==> config.mk <==
export PLATFORM = sky130hd
export DESIGN_NAME = tick_task_sched
export DESIGN_NICKNAME = d
export VERILOG_FILES = /design/src/rtl/sched_pkg.sv /design/src/rtl/sched_slot.sv /design/src/rtl/sched_pick.sv /design/src/rtl/sched_dispatch.sv /design/src/rtl/tick_task_sched.sv
export SDC_FILE = /design/constraint.sdc
export NUM_CORES = 1
export LEC_CHECK = 0
export BUFFER_PORTS_ARGS = -buffer_cell sky130_fd_sc_hd__buf_4
export CAP_MARGIN = 25
export CELL_PAD_IN_SITES_DETAIL_PLACEMENT = 2
export CELL_PAD_IN_SITES_GLOBAL_PLACEMENT = 2
export CORE_MARGIN = 1.5
export CORE_UTILIZATION = 37
export CTS_CLUSTER_SIZE = 30
export DETAILED_ROUTE_END_ITERATION = 10
export PLACE_DENSITY = 0.91
export SLEW_MARGIN = 40
export SYNTH_ARGS = -nofsm -noshare
export SYNTH_HDL_FRONTEND = slang
export SYNTH_SLANG_ARGS = --single-unit
==> constraint.sdc <==
create_clock -name clk -period 1.5 [get_ports clk]
set_input_delay 0.3 -clock clk [delete_from_list [all_inputs] [get_ports clk]]
set_output_delay 0.3 -clock clk [all_outputs]
set_load 0.05 [all_outputs]
==> src/rtl/sched_pkg.sv <==
`timescale 1ns/1ps
package sched_pkg;
    typedef enum logic [0:0] {
        ST_IDLE  = 1'b0,
        ST_GRANT = 1'b1
    } disp_state_t;
endpackage

==> src/rtl/sched_slot.sv <==
`timescale 1ns/1ps
module sched_slot #(
    parameter int CW       = 8,
    parameter int IV       = 2,
    parameter bit ONE_SHOT = 1'b0
) (
    input  logic clk,
    input  logic rst_n,
    input  logic tick,
    input  logic en_set,
    input  logic en_clr,
    input  logic svc,
    output logic pend
);
    localparam logic [CW-1:0] LAST = CW'(IV - 1);
    localparam logic [CW-1:0] TOP  = CW'(IV);

    logic          en_q, en_d, adv;
    logic [CW-1:0] cnt_q;

    always_comb begin
        if (en_clr || (svc && ONE_SHOT))
            en_d = 1'b0;
        else if (en_set)
            en_d = 1'b1;
        else
            en_d = en_q;
        adv = tick && en_q && en_d && !pend && !svc;
    end

    always_ff @(posedge clk) begin
        if (!rst_n) begin
            en_q  <= 1'b0;
            cnt_q <= '0;
            pend  <= 1'b0;
        end else begin
            en_q <= en_d;
            if (!en_d || svc)
                cnt_q <= '0;
            else if (adv)
                cnt_q <= cnt_q + 1'b1;
            if (svc)
                pend <= 1'b0;
            else if (adv && cnt_q == LAST)
                pend <= 1'b1;
        end
    end

    // counter never passes its interval
    p_cnt_bound_r3: assert property (@(posedge clk) disable iff (!rst_n)
        cnt_q <= TOP);
    // a request stays until serviced
    p_pend_sticky_r3: assert property (@(posedge clk) disable iff (!rst_n)
        pend && !svc |=> pend);
    // request rises exactly with the counter at the interval
    p_pend_at_iv_r2: assert property (@(posedge clk) disable iff (!rst_n)
        $rose(pend) |-> cnt_q == TOP);
    // service clears request and counter
    p_svc_clear_r6: assert property (@(posedge clk) disable iff (!rst_n)
        svc |=> !pend && cnt_q == '0);
    // disabled task holds a zero count
    p_off_zero_r9: assert property (@(posedge clk) disable iff (!rst_n)
        !en_q |-> cnt_q == '0);

    if (ONE_SHOT) begin : g_oneshot_chk
        // one-shot task drops its enable on service
        p_oneshot_r7: assert property (@(posedge clk) disable iff (!rst_n)
            svc |=> !en_q);
    end
endmodule

==> src/rtl/sched_pick.sv <==
`timescale 1ns/1ps
module sched_pick #(
    parameter int                    NTASK = 7,
    parameter int                    CW    = 8,
    parameter logic [NTASK*CW-1:0]   IVALS = '0
) (
    input  logic             clk,
    input  logic             rst_n,
    input  logic [NTASK-1:0] pend,
    output logic [NTASK-1:0] sel
);
    function automatic bit beats(int a, int b);
        logic [CW-1:0] va, vb;
        va = IVALS[a*CW +: CW];
        vb = IVALS[b*CW +: CW];
        return (va < vb) || ((va == vb) && (a < b));
    endfunction

    always_comb begin
        for (int i = 0; i < NTASK; i++) begin
            sel[i] = pend[i];
            for (int j = 0; j < NTASK; j++) begin
                if (j != i && pend[j] && beats(j, i))
                    sel[i] = 1'b0;
            end
        end
    end

    // exactly one winner whenever something is pending
    p_pick_one_r4: assert property (@(posedge clk) disable iff (!rst_n)
        (|pend) |-> $countones(sel) == 1);
    // the winner is itself pending
    p_pick_pending_r4: assert property (@(posedge clk) disable iff (!rst_n)
        (sel & ~pend) == '0);
endmodule

==> src/rtl/sched_dispatch.sv <==
`timescale 1ns/1ps
module sched_dispatch
    import sched_pkg::*;
#(
    parameter int NTASK = 7,
    localparam int NG   = NTASK + 1
) (
    input  logic             clk,
    input  logic             rst_n,
    input  logic [NTASK-1:0] req,
    input  logic             evt_in,
    input  logic             ack,
    output logic             gnt_valid,
    output logic [NG-1:0]    gnt,
    output logic [NG-1:0]    svc
);
    disp_state_t st_q, st_d;
    logic        evt_q;

    always_comb begin
        st_d = st_q;
        unique case (st_q)
            ST_IDLE:  if (evt_q || (|req)) st_d = ST_GRANT;
            ST_GRANT: if (ack)             st_d = ST_IDLE;
            default:                       st_d = ST_IDLE;
        endcase
    end

    always_ff @(posedge clk) begin
        if (!rst_n) st_q <= ST_IDLE;
        else        st_q <= st_d;
    end

    always_ff @(posedge clk) begin
        if (!rst_n) begin
            gnt   <= '0;
            evt_q <= 1'b0;
        end else begin
            if (evt_in)
                evt_q <= 1'b1;
            else if (svc[NTASK])
                evt_q <= 1'b0;
            unique case (st_q)
                ST_IDLE:  if (evt_q)      gnt <= {1'b1, {NTASK{1'b0}}};
                          else if (|req)  gnt <= {1'b0, req};
                ST_GRANT: if (ack)        gnt <= '0;
                default:                  gnt <= '0;
            endcase
        end
    end

    assign gnt_valid = (st_q == ST_GRANT);
    assign svc       = (gnt_valid && ack) ? gnt : '0;

    // grant is one-hot while valid
    p_gnt_onehot_r5: assert property (@(posedge clk) disable iff (!rst_n)
        gnt_valid |-> $countones(gnt) == 1);
    // grant held until acknowledged
    p_gnt_hold_r5: assert property (@(posedge clk) disable iff (!rst_n)
        gnt_valid && !ack |=> gnt_valid && $stable(gnt));
    // acknowledge releases the grant for one idle cycle
    p_release_r6: assert property (@(posedge clk) disable iff (!rst_n)
        gnt_valid && ack |=> !gnt_valid);
    // a waiting event wins the next selection
    p_evt_first_r8: assert property (@(posedge clk) disable iff (!rst_n)
        !gnt_valid && evt_q |=> gnt[NTASK]);
    // servicing the event clears its flag
    p_evt_clear_r8: assert property (@(posedge clk) disable iff (!rst_n)
        svc[NTASK] && !evt_in |=> !evt_q);
endmodule

==> src/rtl/tick_task_sched.sv <==
`timescale 1ns/1ps
module tick_task_sched #(
    parameter int                  NTASK   = 7,
    parameter int                  CW      = 8,
    parameter logic [NTASK*CW-1:0] IVALS   = {8'd1, 8'd255, 8'd1, 8'd9, 8'd8, 8'd3, 8'd2},
    parameter logic [NTASK-1:0]    ONESHOT = 7'b0000011
) (
    input  logic             clk,
    input  logic             rst_n,
    input  logic             tick,
    input  logic [NTASK-1:0] en_set,
    input  logic [NTASK-1:0] en_clr,
    input  logic             evt_in,
    input  logic             ack,
    output logic             gnt_valid,
    output logic [NTASK:0]   gnt
);
    logic [NTASK-1:0] pend, sel;
    logic [NTASK:0]   svc;

    for (genvar i = 0; i < NTASK; i++) begin : g_slot
        sched_slot #(
            .CW      (CW),
            .IV      (int'(IVALS[i*CW +: CW])),
            .ONE_SHOT(ONESHOT[i])
        ) u_slot (
            .clk   (clk),
            .rst_n (rst_n),
            .tick  (tick),
            .en_set(en_set[i]),
            .en_clr(en_clr[i]),
            .svc   (svc[i]),
            .pend  (pend[i])
        );
    end

    sched_pick #(.NTASK(NTASK), .CW(CW), .IVALS(IVALS)) u_pick (
        .clk  (clk),
        .rst_n(rst_n),
        .pend (pend),
        .sel  (sel)
    );

    sched_dispatch #(.NTASK(NTASK)) u_disp (
        .clk      (clk),
        .rst_n    (rst_n),
        .req      (sel),
        .evt_in   (evt_in),
        .ack      (ack),
        .gnt_valid(gnt_valid),
        .gnt      (gnt),
        .svc      (svc)
    );

    // no service without an outstanding grant
    p_idle_ack_r10: assert property (@(posedge clk) disable iff (!rst_n)
        !gnt_valid |=> $stable(pend) || !$past(ack) || (|$past(en_clr)) || $past(tick));
endmodule

==> impl_results.md <==
* Worst hold path startpoint: evt_in
* DR WL/cell at between 20 and 30 µm
* Grt peak-use layer: met2
* Max Slew Vio Count at 0
* Max transition margin at 0.692
* GRT overflow at 0
* YS warnings at 0
* Final ANT Viol Nets at 0
* Drt pass-1 iters at 4
* Layout fillers at around 1,100
* Crit path launch type: register
* Sequential element share of the synthesized area at 0.397
* Worst skew pair latency at just under 0.4 ns
* Pre-CTS setup slack at -0.150 ns
* Setup CP Type: reg -> reg
* Worst path cell trace: buf_4 > nor3b_1 > a21oi_1 > a211oi_2
* Endpoints failing setup at 8
* Setup WS post-layout at -0.0786 ns
* Die Wd at around 110 µm
* Ranking of synthesized cells by area: dfxtp_1 40%, a21oi_1 5.3%, nand4_1 4.3%
* Post-route minimum period at 1.58 ns
* # Max-Cap Violations at 0
* Yosys top cell area share at 0.397
* Setup tns final at -0.173 ns
* Synth Instances at ~460
* Vias/cell at 6.36
* Post-synth top flop: dfxtp_1
* Min-Delay Path Class: in -> reg
* Die ar. at 11,500 µm²
* Layout cells sized above 1 at 0.296
* Hold Violations, Final at 0
* Leading cell types in the layout, fill and taps excluded: 79 x buf_4, 71 x dfxtp_1, 36 x a21oi_1
* Commonest non-fill, non-tap cell in the layout: buf_4
* Core ar. at 10,500 µm²
* Maximum VDD drop at between 400 and 500 µV
* IO Count at 28
* Cell with the largest stage delay on the worst path: dfxtp_1
* P_leak at 1.77 nW
* Status: complete, but fails checks
* Clk slew on worst S/H paths at ~0.10 ns
* Share of power burned in registers at 0.470
* Area leader, netlist: dfxtp_1
* Root buf cell: clkbuf_8
* Synth-to-Final Area Change at 31.6%
* Worst EP arrival at around 1.9 ns
* RSZ-0062 raised after global routing: true
* Clock share of power at 0.431
* Crit-path max cell delay at 0.42 ns
* Max Root-Sink Buffers at 2
* Final WL at between 15,000 and 20,000 µm
* Initial Utilization at 0.385
* Number of diodes at 0
* Violations in the final reports: negative setup slack
* Count of buffers from port buffering at 27
* Chip Height at about 110 µm
* Area of the multi-input gates at 2580 µm²
* Synth async-reset ratio at 0
* Final HPWL DP at between 9000 and 10,000 µm
* H-tree levels at 3
* Nets at about 570
* PwrDens at between 800 and 900 nW/µm²
* CTS tree: done
* Reg area at 1620 µm²
* Vias in the first global route at 4,729
* Vias at between 4,000 and 5,000
* Starting DRC count in detailed routing at ~240
* Sw Share at 0.274
* Post-Synthesis Mean Instance Area at 8.74 µm²
* Reg2reg setup slack at -0.08 ns
* Residual DRC at 0
* Met3 Usage GRT at 0.0466
* Setup crit start: g_slot[2].u_slot.pend
* Crit-path max FO at 4
* Number of flops mapped to enable cells by yosys at 0
* CTS Sinks at 80
* R2R Path Start: g_slot[2].u_slot.pend
* Crit path capture type: register
* Clock buffer count from CTS at 9
* M1 GR Usage at 0.321
* Met2 Usage GRT at 0.543
* Largest net degree at the start of global routing at 17
* Yosys reg bits at 80
* Int Power at around 3.4 mW
* Fin crit share at 1.05
* Worst Path Required at around 1.8 ns
* Clock Skew at between 0.015 and 0.02 ns
* Number of buffers inserted by hold repair at cts at 0
* Worst Tran Pin Value at ~0.46 ns
* Post-synthesis net count at about 500
* Gate power share at 0.100
* FMAX at about 630 MHz
* GRT Util Overall at 0.293
* GPL Wtd Cong at approximately 0.82
* Switching pwr at between 1 and 1.5 mW
* First-pass GRT wire length at roughly 26,000 µm
* Post-Syn Area at 4030 µm²
* Num rows at 37
* Initial antenna violation count at 0
* Count of distinct cell types in the synthesized netlist at 47
synthesized netlist by cell type (all sizes together) (5+ instances only):
| library cell | number |
|---|---|
| buf | 6 |
| nor3 | 8 |
| nor4b | 6 |
| mux2i | 17 |
| a21oi | 43 |
| dfxtp | 80 |
| nand4b | 14 |
| or3 | 17 |
| ha | 13 |
| nor2b | 8 |
| or2 | 6 |
| and2 | 5 |
| nand3 | 33 |
| nor2 | 12 |
| nand2 | 21 |
| or4 | 13 |
| nand3b | 5 |
| inv | 21 |
| nand4bb | 6 |
| and3 | 6 |
| nand4 | 28 |
| o21ai | 20 |
| nor4 | 17 |
| clkbuf | 15 |
| o31ai | 11 |
metal layers:
metal,vias up,routed length [µm]
met1,2209,7420
li1,1900,-
met4,0,760
met5,-,0
met3,52,716
met2,120,9900
state kept, by name, summed over array words and instances (netlist names):
register and flops:
g_slot.u_slot.pend 7, u_disp.gnt_valid 1, g_slot.u_slot.cnt_q 56, u_disp.gnt 8
g_slot.u_slot.en_q 7, u_disp.evt_q 1
stage by stage:
stage	area (µm²)	instances	util	hold slack (ns)	total power, mW
floorplan	4040	461	-	0.417	2.39
global placement	4650	647	0.445	0.462	2.53
detailed placement	4650	647	0.445	0.484	2.56
CTS	4990	668	0.477	0.140	4.50
global route	5300	673	0.507	0.203	4.75
finish	5300	673	0.507	0.191	4.63
worst max-delay path: cells and delay by family (launching register included):
family                 cells  cell delay, ns
AO/OA/AOI/OAI              2            0.47
buffers and inverters      1            0.19
flip-flops                 1            0.42
AND/OR/NAND/NOR            1            0.41
cell type report:
| class | instances | share of cell area |
|---|---|---|
| Inverter | 21 | 0.0149 |
| Timing Repair Buffer | 82 | 0.118 |
| Tap cell | 136 | 0.0321 |
| Multi-Input combinational cell | 339 | 0.487 |
| Clock buffer | 11 | 0.0288 |
| Clock inverter | 4 | 0.0144 |
| Sequential cell | 80 | 0.305 |
logic make-up after synthesis:
group,synth area share
DFF,0.397
muxes,0.0422
buffers and inverters,0.0410
xor gates and xnor gates,0.0109
adders and majority gates,0.0404
AOI/OAI and AO/OA,0.138
and+or+nand+nor,0.330
final timing paths:
path,to,depth (start not counted)
worst max-delay path,u_disp.gnt[2],4
worst min-delay path,u_disp.evt_q,3
worst max register to register,u_disp.gnt[2],4
worst min register to register,g_slot[0].u_slot.cnt_q[1],2
power by group through the flow:
stage | Clock [mW] | Sequential (mW) | Combinational, mW
after detailed placement | 0 | 2.22 | 0.332
after global placement | 0 | 2.22 | 0.309
after CTS | 1.94 | 2.17 | 0.393
after global routing | 2.09 | 2.18 | 0.482
final | 1.99 | 2.17 | 0.462
after floorplan | 0 | 2.23 | 0.168
repair_timing:
item                                    CTS  global route
gates resized for setup                  13            55
pin swaps                                 3            17
endpoints found under the setup margin   22            40
endpoints found under the hold margin     0             0
setup buffers                             6             5
Note: power is estimated with default switching activity, not from simulation.
